<file path="src/rtl/vlr_pkg.sv">
package vlr_pkg;
  typedef enum logic [1:0] {
    ST_IDLE = 2'd0,
    ST_PEND = 2'd1,
    ST_ACT  = 2'd2,
    ST_BOTH = 2'd3
  } vst_e;
endpackage

</file>
<file path="src/rtl/vlr_pick.sv">
module vlr_pick #(
  parameter int N = 4
) (
  input  logic [N-1:0] req,
  output logic [N-1:0] gnt,
  output logic         any
);
  always_comb begin
    logic found;
    found = 1'b0;
    gnt   = '0;
    for (int i = 0; i < N; i++) begin
      if (req[i] && !found) begin
        gnt[i] = 1'b1;
        found  = 1'b1;
      end
    end
    any = found;
  end
endmodule

</file>
<file path="src/rtl/vlr_slot.sv">
module vlr_slot
  import vlr_pkg::*;
#(
  parameter int VW = 10,
  parameter int PW = 10
) (
  input  logic          clk,
  input  logic          rst_n,
  input  logic          ld,
  input  logic          clr,
  input  logic          ack_hit,
  input  logic          dea_hit,
  input  logic [VW-1:0] ld_vnum,
  input  vst_e          ld_st,
  input  logic          ld_link,
  input  logic [PW-1:0] ld_pnum,
  output logic [VW-1:0] vnum_q,
  output vst_e          st_q,
  output logic          link_q,
  output logic [PW-1:0] pnum_q
);
  logic [VW-1:0] vnum_d;
  vst_e          st_d;
  logic          link_d;
  logic [PW-1:0] pnum_d;
  logic          en;

  assign en = ld | clr | ack_hit | dea_hit;

  always_comb begin
    vnum_d = vnum_q;
    st_d   = st_q;
    link_d = link_q;
    pnum_d = pnum_q;
    if (clr) begin
      st_d   = ST_IDLE;
      link_d = 1'b0;
    end else if (ld) begin
      vnum_d = ld_vnum;
      st_d   = ld_st;
      link_d = ld_link;
      pnum_d = ld_pnum;
    end else if (ack_hit) begin
      st_d = ST_ACT;
    end else if (dea_hit) begin
      st_d = (st_q == ST_BOTH) ? ST_PEND : ST_IDLE;
    end
  end

  always_ff @(posedge clk or negedge rst_n) begin
    if (!rst_n) begin
      vnum_q <= '0;
      st_q   <= ST_IDLE;
      link_q <= 1'b0;
      pnum_q <= '0;
    end else if (en) begin
      vnum_q <= vnum_d;
      st_q   <= st_d;
      link_q <= link_d;
      pnum_q <= pnum_d;
    end
  end

  AST_NO_LINKED_BOTH: assert property (@(posedge clk) disable iff (!rst_n)
    !(link_q && st_q == ST_BOTH));
  AST_CLR_IDLE: assert property (@(posedge clk) disable iff (!rst_n)
    clr |=> st_q == ST_IDLE);
  AST_ACK_TO_ACT: assert property (@(posedge clk) disable iff (!rst_n)
    (ack_hit && !clr && !ld) |=> st_q == ST_ACT);
  AST_ACK_DEA_APART: assert property (@(posedge clk) disable iff (!rst_n)
    !(ack_hit && dea_hit));
endmodule

</file>
<file path="src/rtl/vlr_bank.sv">
module vlr_bank
  import vlr_pkg::*;
#(
  parameter int NUM_ENT = 4,
  parameter int VW      = 10,
  parameter int PW      = 10,
  localparam int IW     = (NUM_ENT > 1) ? $clog2(NUM_ENT) : 1
) (
  input  logic          clk,
  input  logic          rst_n,
  input  logic          hv_wr_en,
  input  logic [IW-1:0] hv_wr_idx,
  input  logic [VW-1:0] hv_wr_vnum,
  input  logic [1:0]    hv_wr_state,
  input  logic          hv_wr_link,
  input  logic [PW-1:0] hv_wr_pnum,
  input  logic          hv_clr_en,
  input  logic [IW-1:0] hv_clr_idx,
  input  logic          hv_err_clr,
  input  logic [IW-1:0] hv_rd_idx,
  output logic [VW-1:0] hv_rd_vnum,
  output logic [1:0]    hv_rd_state,
  output logic          hv_rd_link,
  output logic [PW-1:0] hv_rd_pnum,
  output logic          hv_err,
  input  logic          g_ack,
  output logic          ack_valid,
  output logic [VW-1:0] ack_vnum,
  input  logic          g_deact,
  input  logic [VW-1:0] g_deact_vnum,
  output logic          pdeact_valid,
  output logic [PW-1:0] pdeact_pnum
);
  localparam logic [VW-1:0] SPUR = '1;

  logic [VW-1:0] vnum_a [NUM_ENT];
  vst_e          st_a   [NUM_ENT];
  logic [PW-1:0] pnum_a [NUM_ENT];
  logic [NUM_ENT-1:0] link_v, pend_v, dea_c, ack_g, dea_g;
  logic [NUM_ENT-1:0] ld_v, clr_v, ack_hit, dea_hit;
  logic ack_any, dea_any, hv_busy, wr_bad, wr_ok, ack_go, dea_go;
  logic [VW-1:0] ack_sel;
  logic [PW-1:0] dea_pnum;
  logic          dea_link;
  logic          ack_vld_d, ack_vld_q, err_d, err_q;
  logic [VW-1:0] ack_id_d, ack_id_q;

  assign hv_busy = hv_wr_en | hv_clr_en;
  assign wr_bad  = hv_wr_en & hv_wr_link & (vst_e'(hv_wr_state) == ST_BOTH);
  assign wr_ok   = hv_wr_en & ~wr_bad;
  assign ack_go  = g_ack & ~hv_busy;
  assign dea_go  = g_deact & ~hv_busy;

  for (genvar i = 0; i < NUM_ENT; i++) begin : g_ent
    assign ld_v[i]    = wr_ok & (hv_wr_idx == IW'(i));
    assign clr_v[i]   = hv_clr_en & (hv_clr_idx == IW'(i));
    assign pend_v[i]  = (st_a[i] == ST_PEND);
    assign dea_c[i]   = ((st_a[i] == ST_ACT) || (st_a[i] == ST_BOTH)) &&
                        (vnum_a[i] == g_deact_vnum);
    assign ack_hit[i] = ack_go & ack_g[i];
    assign dea_hit[i] = dea_go & dea_g[i];

    vlr_slot #(.VW(VW), .PW(PW)) u_slot (
      .clk     (clk),
      .rst_n   (rst_n),
      .ld      (ld_v[i]),
      .clr     (clr_v[i]),
      .ack_hit (ack_hit[i]),
      .dea_hit (dea_hit[i]),
      .ld_vnum (hv_wr_vnum),
      .ld_st   (vst_e'(hv_wr_state)),
      .ld_link (hv_wr_link),
      .ld_pnum (hv_wr_pnum),
      .vnum_q  (vnum_a[i]),
      .st_q    (st_a[i]),
      .link_q  (link_v[i]),
      .pnum_q  (pnum_a[i])
    );
  end

  vlr_pick #(.N(NUM_ENT)) u_pick_ack (
    .req (pend_v),
    .gnt (ack_g),
    .any (ack_any)
  );

  vlr_pick #(.N(NUM_ENT)) u_pick_dea (
    .req (dea_c),
    .gnt (dea_g),
    .any (dea_any)
  );

  always_comb begin
    ack_sel  = '0;
    dea_pnum = '0;
    dea_link = 1'b0;
    for (int i = 0; i < NUM_ENT; i++) begin
      if (ack_g[i]) ack_sel = ack_sel | vnum_a[i];
      if (dea_g[i]) begin
        dea_pnum = dea_pnum | pnum_a[i];
        dea_link = dea_link | link_v[i];
      end
    end
  end

  assign pdeact_valid = dea_go & dea_any & dea_link;
  assign pdeact_pnum  = dea_pnum;

  always_comb begin
    ack_vld_d = ack_go;
    ack_id_d  = ack_any ? ack_sel : SPUR;
    err_d     = err_q;
    if (hv_err_clr) err_d = 1'b0;
    if (wr_bad)     err_d = 1'b1;
  end

  always_ff @(posedge clk or negedge rst_n) begin
    if (!rst_n) begin
      ack_vld_q <= 1'b0;
      ack_id_q  <= '0;
      err_q     <= 1'b0;
    end else begin
      ack_vld_q <= ack_vld_d;
      err_q     <= err_d;
      if (ack_go) ack_id_q <= ack_id_d;
    end
  end

  assign ack_valid   = ack_vld_q;
  assign ack_vnum    = ack_id_q;
  assign hv_err      = err_q;
  assign hv_rd_vnum  = vnum_a[hv_rd_idx];
  assign hv_rd_state = st_a[hv_rd_idx];
  assign hv_rd_link  = link_v[hv_rd_idx];
  assign hv_rd_pnum  = pnum_a[hv_rd_idx];

  AST_ACK_NEEDS_REQ: assert property (@(posedge clk) disable iff (!rst_n)
    ack_valid |-> $past(g_ack));
  AST_PDEACT_GUARDED: assert property (@(posedge clk) disable iff (!rst_n)
    pdeact_valid |-> (g_deact && !hv_wr_en && !hv_clr_en));
  AST_ERR_STICKY: assert property (@(posedge clk) disable iff (!rst_n)
    (hv_err && !hv_err_clr) |=> hv_err);
  AST_ERR_ON_BAD: assert property (@(posedge clk) disable iff (!rst_n)
    (hv_wr_en && hv_wr_link && hv_wr_state == 2'd3) |=> hv_err);
endmodule

</file>
<file path="config.mk">
export PLATFORM = sky130hd
export DESIGN_NAME = vlr_bank
export DESIGN_NICKNAME = d
export VERILOG_FILES = /design/src/rtl/vlr_pkg.sv /design/src/rtl/vlr_pick.sv /design/src/rtl/vlr_slot.sv /design/src/rtl/vlr_bank.sv
export SDC_FILE = /design/constraint.sdc
export NUM_CORES = 1
export LEC_CHECK = 0
export CELL_PAD_IN_SITES_DETAIL_PLACEMENT = 2
export CELL_PAD_IN_SITES_GLOBAL_PLACEMENT = 2
export CORE_MARGIN = 2
export CORE_UTILIZATION = 32
export DETAILED_ROUTE_END_ITERATION = 10
export PLACE_DENSITY = 0.82
export SYNTH_ARGS = -nofsm -noshare
export SYNTH_HDL_FRONTEND = slang
export SYNTH_SLANG_ARGS = --single-unit
</file>
<file path="constraint.sdc">
create_clock -name clk -period 2.18 [get_ports clk]
set_input_delay 0.327 -clock clk [delete_from_list [all_inputs] [get_ports clk]]
set_output_delay 0.327 -clock clk [all_outputs]
set_load 0.005 [all_outputs]
</file>
==> results.md <==
* Status: finished, violations left
* Failing checks: setup timing
* Hold Slack at 0.486 ns
* Via count at 5530
* Pint at 4630 uW
* Iteration-0 DRC Markers at 419
* Synth Warn # at 0
* Main synth FF type: dfrtp_1
* Reg2reg end: g_ent[0].u_slot.st_q[1]$_DFFE_PN0P_
* Core ar. at 18100 um^2
* Final critical-path share of the clock period at 139%
* CTS clk-pin slew, worst paths at 0.09 ns
* RD Place Congestion at 0.916
* Fraction of registers with async set or reset after synthesis at 100%
* Gr ovfl total at 0
* Rel. slew slack at 60.4%
* Area used by multi-input combinational logic at 3250 um^2
* Vias/cell at approximately 5.8
* Final Power at 7230 uW
* Crit path max fanout at 3
* Setup ws final at -0.847 ns
* #FFs+latches synth at 104
* # setup viols final at 11
* Fin. Hold Viols at 0
* Worst-skew pair later-pin latency at about 0.38 ns
* Gate power share at between 30% and 40%
* Largest net degree at the start of global routing at 51
* Switching share of power at between 30 and 40%
* Syn nets at 570
* RSZ-0062 raised after global routing: yes
* Count leader, synth: dfrtp_1
* Yosys top cell area share at 43.8%
* # nets final at 770
* Final Max Tran Viols at 0
* Post-Layout Cell Count at 958
* Detailed Routing Iterations Pass 1 at 5
* Fillers at 1800
* Gr usage total at 28.0%
* Total Wirelength at 27300 um
* Clk buf depth at 2
* Most frequent cells after synthesis: 104 x dfrtp_1, 47 x mux2_2, 37 x nand2_1, 32 x xnor2_1, 27 x inv_1
* Worst EP required at 1.85 ns
* Register share of total power at between 30 and 40%
* R2R Path Start: g_ent[0].u_slot.vnum_q[3]$_DFFE_PN0P_
* Worst setup path class: flop to output port
* Finished Core Util at 47.5%
* Hpwl dp at 18000 um
* DP Worst Slack at -1.26 ns
* Synth Instances at 524
* Global-route wire length before repair at 40800 um
* Rows at 49
* CTS tree: yes
* Crit path launch type: flop
* FF+latch area at 2610 um^2
* Switching pwr at 2600 uW
* DIE HEIGHT at ~140 um
* LEAKAGE at 0.00365 uW
* TritonCTS Buffers at 9
* Mapped cell area at 5940 um^2
* Share of cells above drive strength 1 at 40.5%
* Nature of the critical path endpoint: output port
* Clock Skews at 0.0132 ns
* Data arrival time of the worst path at ~2.7 ns
* Initial antenna violation count at 1
* Highest clock rate at 330 MHz
* Cells after DPL at 918
* Final min period at 3.03 ns
* Ports at 92
* H-Tree Depth at 3
* Number of global-route vias before repair at 6434
* Initial Util at 32.8%
* Worst hold-check path type: primary input to asynchronous set/reset pin
* EDFF count, synth at 0
* IO Port Bufs at 91
* Layout area overhead at 44.6%
* Clock network fraction of total power at around 23%
* Sink Count at 104
* R2R depth at 7
* Worst slew pin tran at 0.593 ns
* Die Footprint at around 20000 um^2
* Maximum VDD drop at about 0.42 mV
* Seq/Total Area, Yosys at 43.8%
* DRC viols at 0
* Post-Syn Area per Cell at 11.3 um^2
* Max capacitance violation total at 0
* DRT antenna net count at 0
* Area contributors post-synth: dfrtp_1 44%, mux2_2 8.9%, mux4_2 8.7%
* Post-synth top area cell: dfrtp_1
* Power Dens Cells at 842 nW/um^2
* Root buffer cell: clkbuf_16
* Die width at between 100 and 150 um
* Wire per inst at 28.5 um
* R2R Setup Slk at 0.12 ns
* Yosys cell types at 44
==> stage by stage <==
| step | setup TNS (ns) | cell area [um^2] |
|---|---|---|
| finish | -8.33 | 8590 |
| global route | -9.13 | 8590 |
| CTS | -7.75 | 8510 |
| detailed placement | -20.67 | 7870 |
| global placement | -19.89 | 7870 |
| floorplan | 0 | 5940 |
==> metal layers <==
metal / wire, um / global-route usage [%]
met3: 1180 / 3.90
met4: 826 / 12.7
met2: 13800 / 47.9
met5: 0 / 0
met1: 11400 / 35.4
==> state kept, by name (all words and copies together), names as in the netlist <==
register	count
g_ent.u_slot.st_q	8
g_ent.u_slot.vnum_q	40
g_ent.u_slot.link_q	4
hv_err	1
ack_valid	1
ack_vnum	10
g_ent.u_slot.pnum_q	40
==> cell families after synthesis <==
| kind of cell | count (synthesis) | share of synthesized area [%] |
|---|---|---|
| buf+inv | 69 | 5.75 |
| mux | 88 | 21.0 |
| compound gates | 91 | 11.3 |
| simple gates | 132 | 11.3 |
| xor+xnor | 40 | 6.91 |
| flops | 104 | 43.8 |
==> power groups by stage <==
| stage | sequential (uW) | clock [uW] | combinational [uW] |
|---|---|---|---|
| 3_5_place_dp | 2800 | 0 | 2550 |
| 6_report | 2820 | 1640 | 2760 |
| 3_3_place_gp | 2740 | 0 | 2420 |
| 5_1_grt | 2860 | 1730 | 2920 |
| 4_1_cts | 2790 | 1650 | 2670 |
| 2_1_floorplan | 2690 | 0 | 1120 |
==> critical path, stage by stage, from the launching register on <==
cell and delay, ns:
dfrtp_2 0.46, xnor2_2 0.22, nand4_1 0.15, or3_4 0.42
or4b_4 0.53, buf_6 0.15, buf_6 0.11, o22ai_4 0.13
buf_2 0.14
==> area by class of cell <==
class / instances / share of cell area, %
Inverter: 27 / 1.18
Multi-Input combinational cell: 352 / 37.8
Clock inverter: 6 / 0.612
Tap cell: 229 / 3.34
Timing Repair Buffer: 230 / 24.0
Clock buffer: 9 / 2.62
Sequential cell: 104 / 30.4
Antenna cell: 1 / 0.0291
==> worst max-delay path by stage <==
stage                                                      from  slack, ns  depth (start not counted)             end
final                     g_ent[3].u_slot.vnum_q[0]$_DFFE_PN0P_      -0.85                          8  pdeact_pnum[9]
after global placement                          g_deact_vnum[7]      -1.29                          9  pdeact_pnum[3]
after floorplan                                 g_deact_vnum[2]      0.005                          7  pdeact_pnum[0]
after CTS                 g_ent[3].u_slot.vnum_q[0]$_DFFE_PN0P_      -0.80                          8  pdeact_pnum[9]
after global routing      g_ent[3].u_slot.vnum_q[0]$_DFFE_PN0P_      -0.92                          8  pdeact_pnum[9]
after detailed placement                        g_deact_vnum[6]      -1.26                          7  pdeact_pnum[7]
==> repair_timing <==
action	in CTS	in global routing
pin swaps	14	12
hold buffers	1	0
setup buffers	22	1
resized for setup	113	19
endpoints found under the setup margin	38	28
endpoints found under the hold margin	32	0
cloned	2	0
==> cells in the final DEF (no fill, tap or decap), types with 4 or more instances in the layout <==
master / Yosys / layout
o21ai_0: 21 / 21
inv_1: 27 / 27
o21ai_1: 11 / 11
nor4_1: 13 / 11
nand3_1: 12 / 11
nand4_1: 17 / 17
dfrtp_2: 0 / 4
buf_12: 0 / 9
nand2_1: 37 / 37
nor2b_1: 5 / 4
clkdlybuf4s50_1: 0 / 53
a311oi_1: 11 / 5
xnor2_2: 8 / 23
a31oi_1: 12 / 12
nor3_1: 7 / 4
a311oi_2: 0 / 6
clkbuf_16: 0 / 9
mux2_2: 47 / 47
mux2i_1: 4 / 4
dlygate4sd2_1: 0 / 18
mux4_2: 23 / 23
a222oi_1: 7 / 7
o22ai_2: 10 / 7
nor2_1: 26 / 24
buf_4: 0 / 118
buf_6: 10 / 11
a21oi_1: 4 / 4
buf_2: 6 / 10
dfrtp_1: 104 / 100
xnor2_1: 32 / 17
mux2_1: 14 / 13
Note: power is estimated with default switching activity, not from simulation.
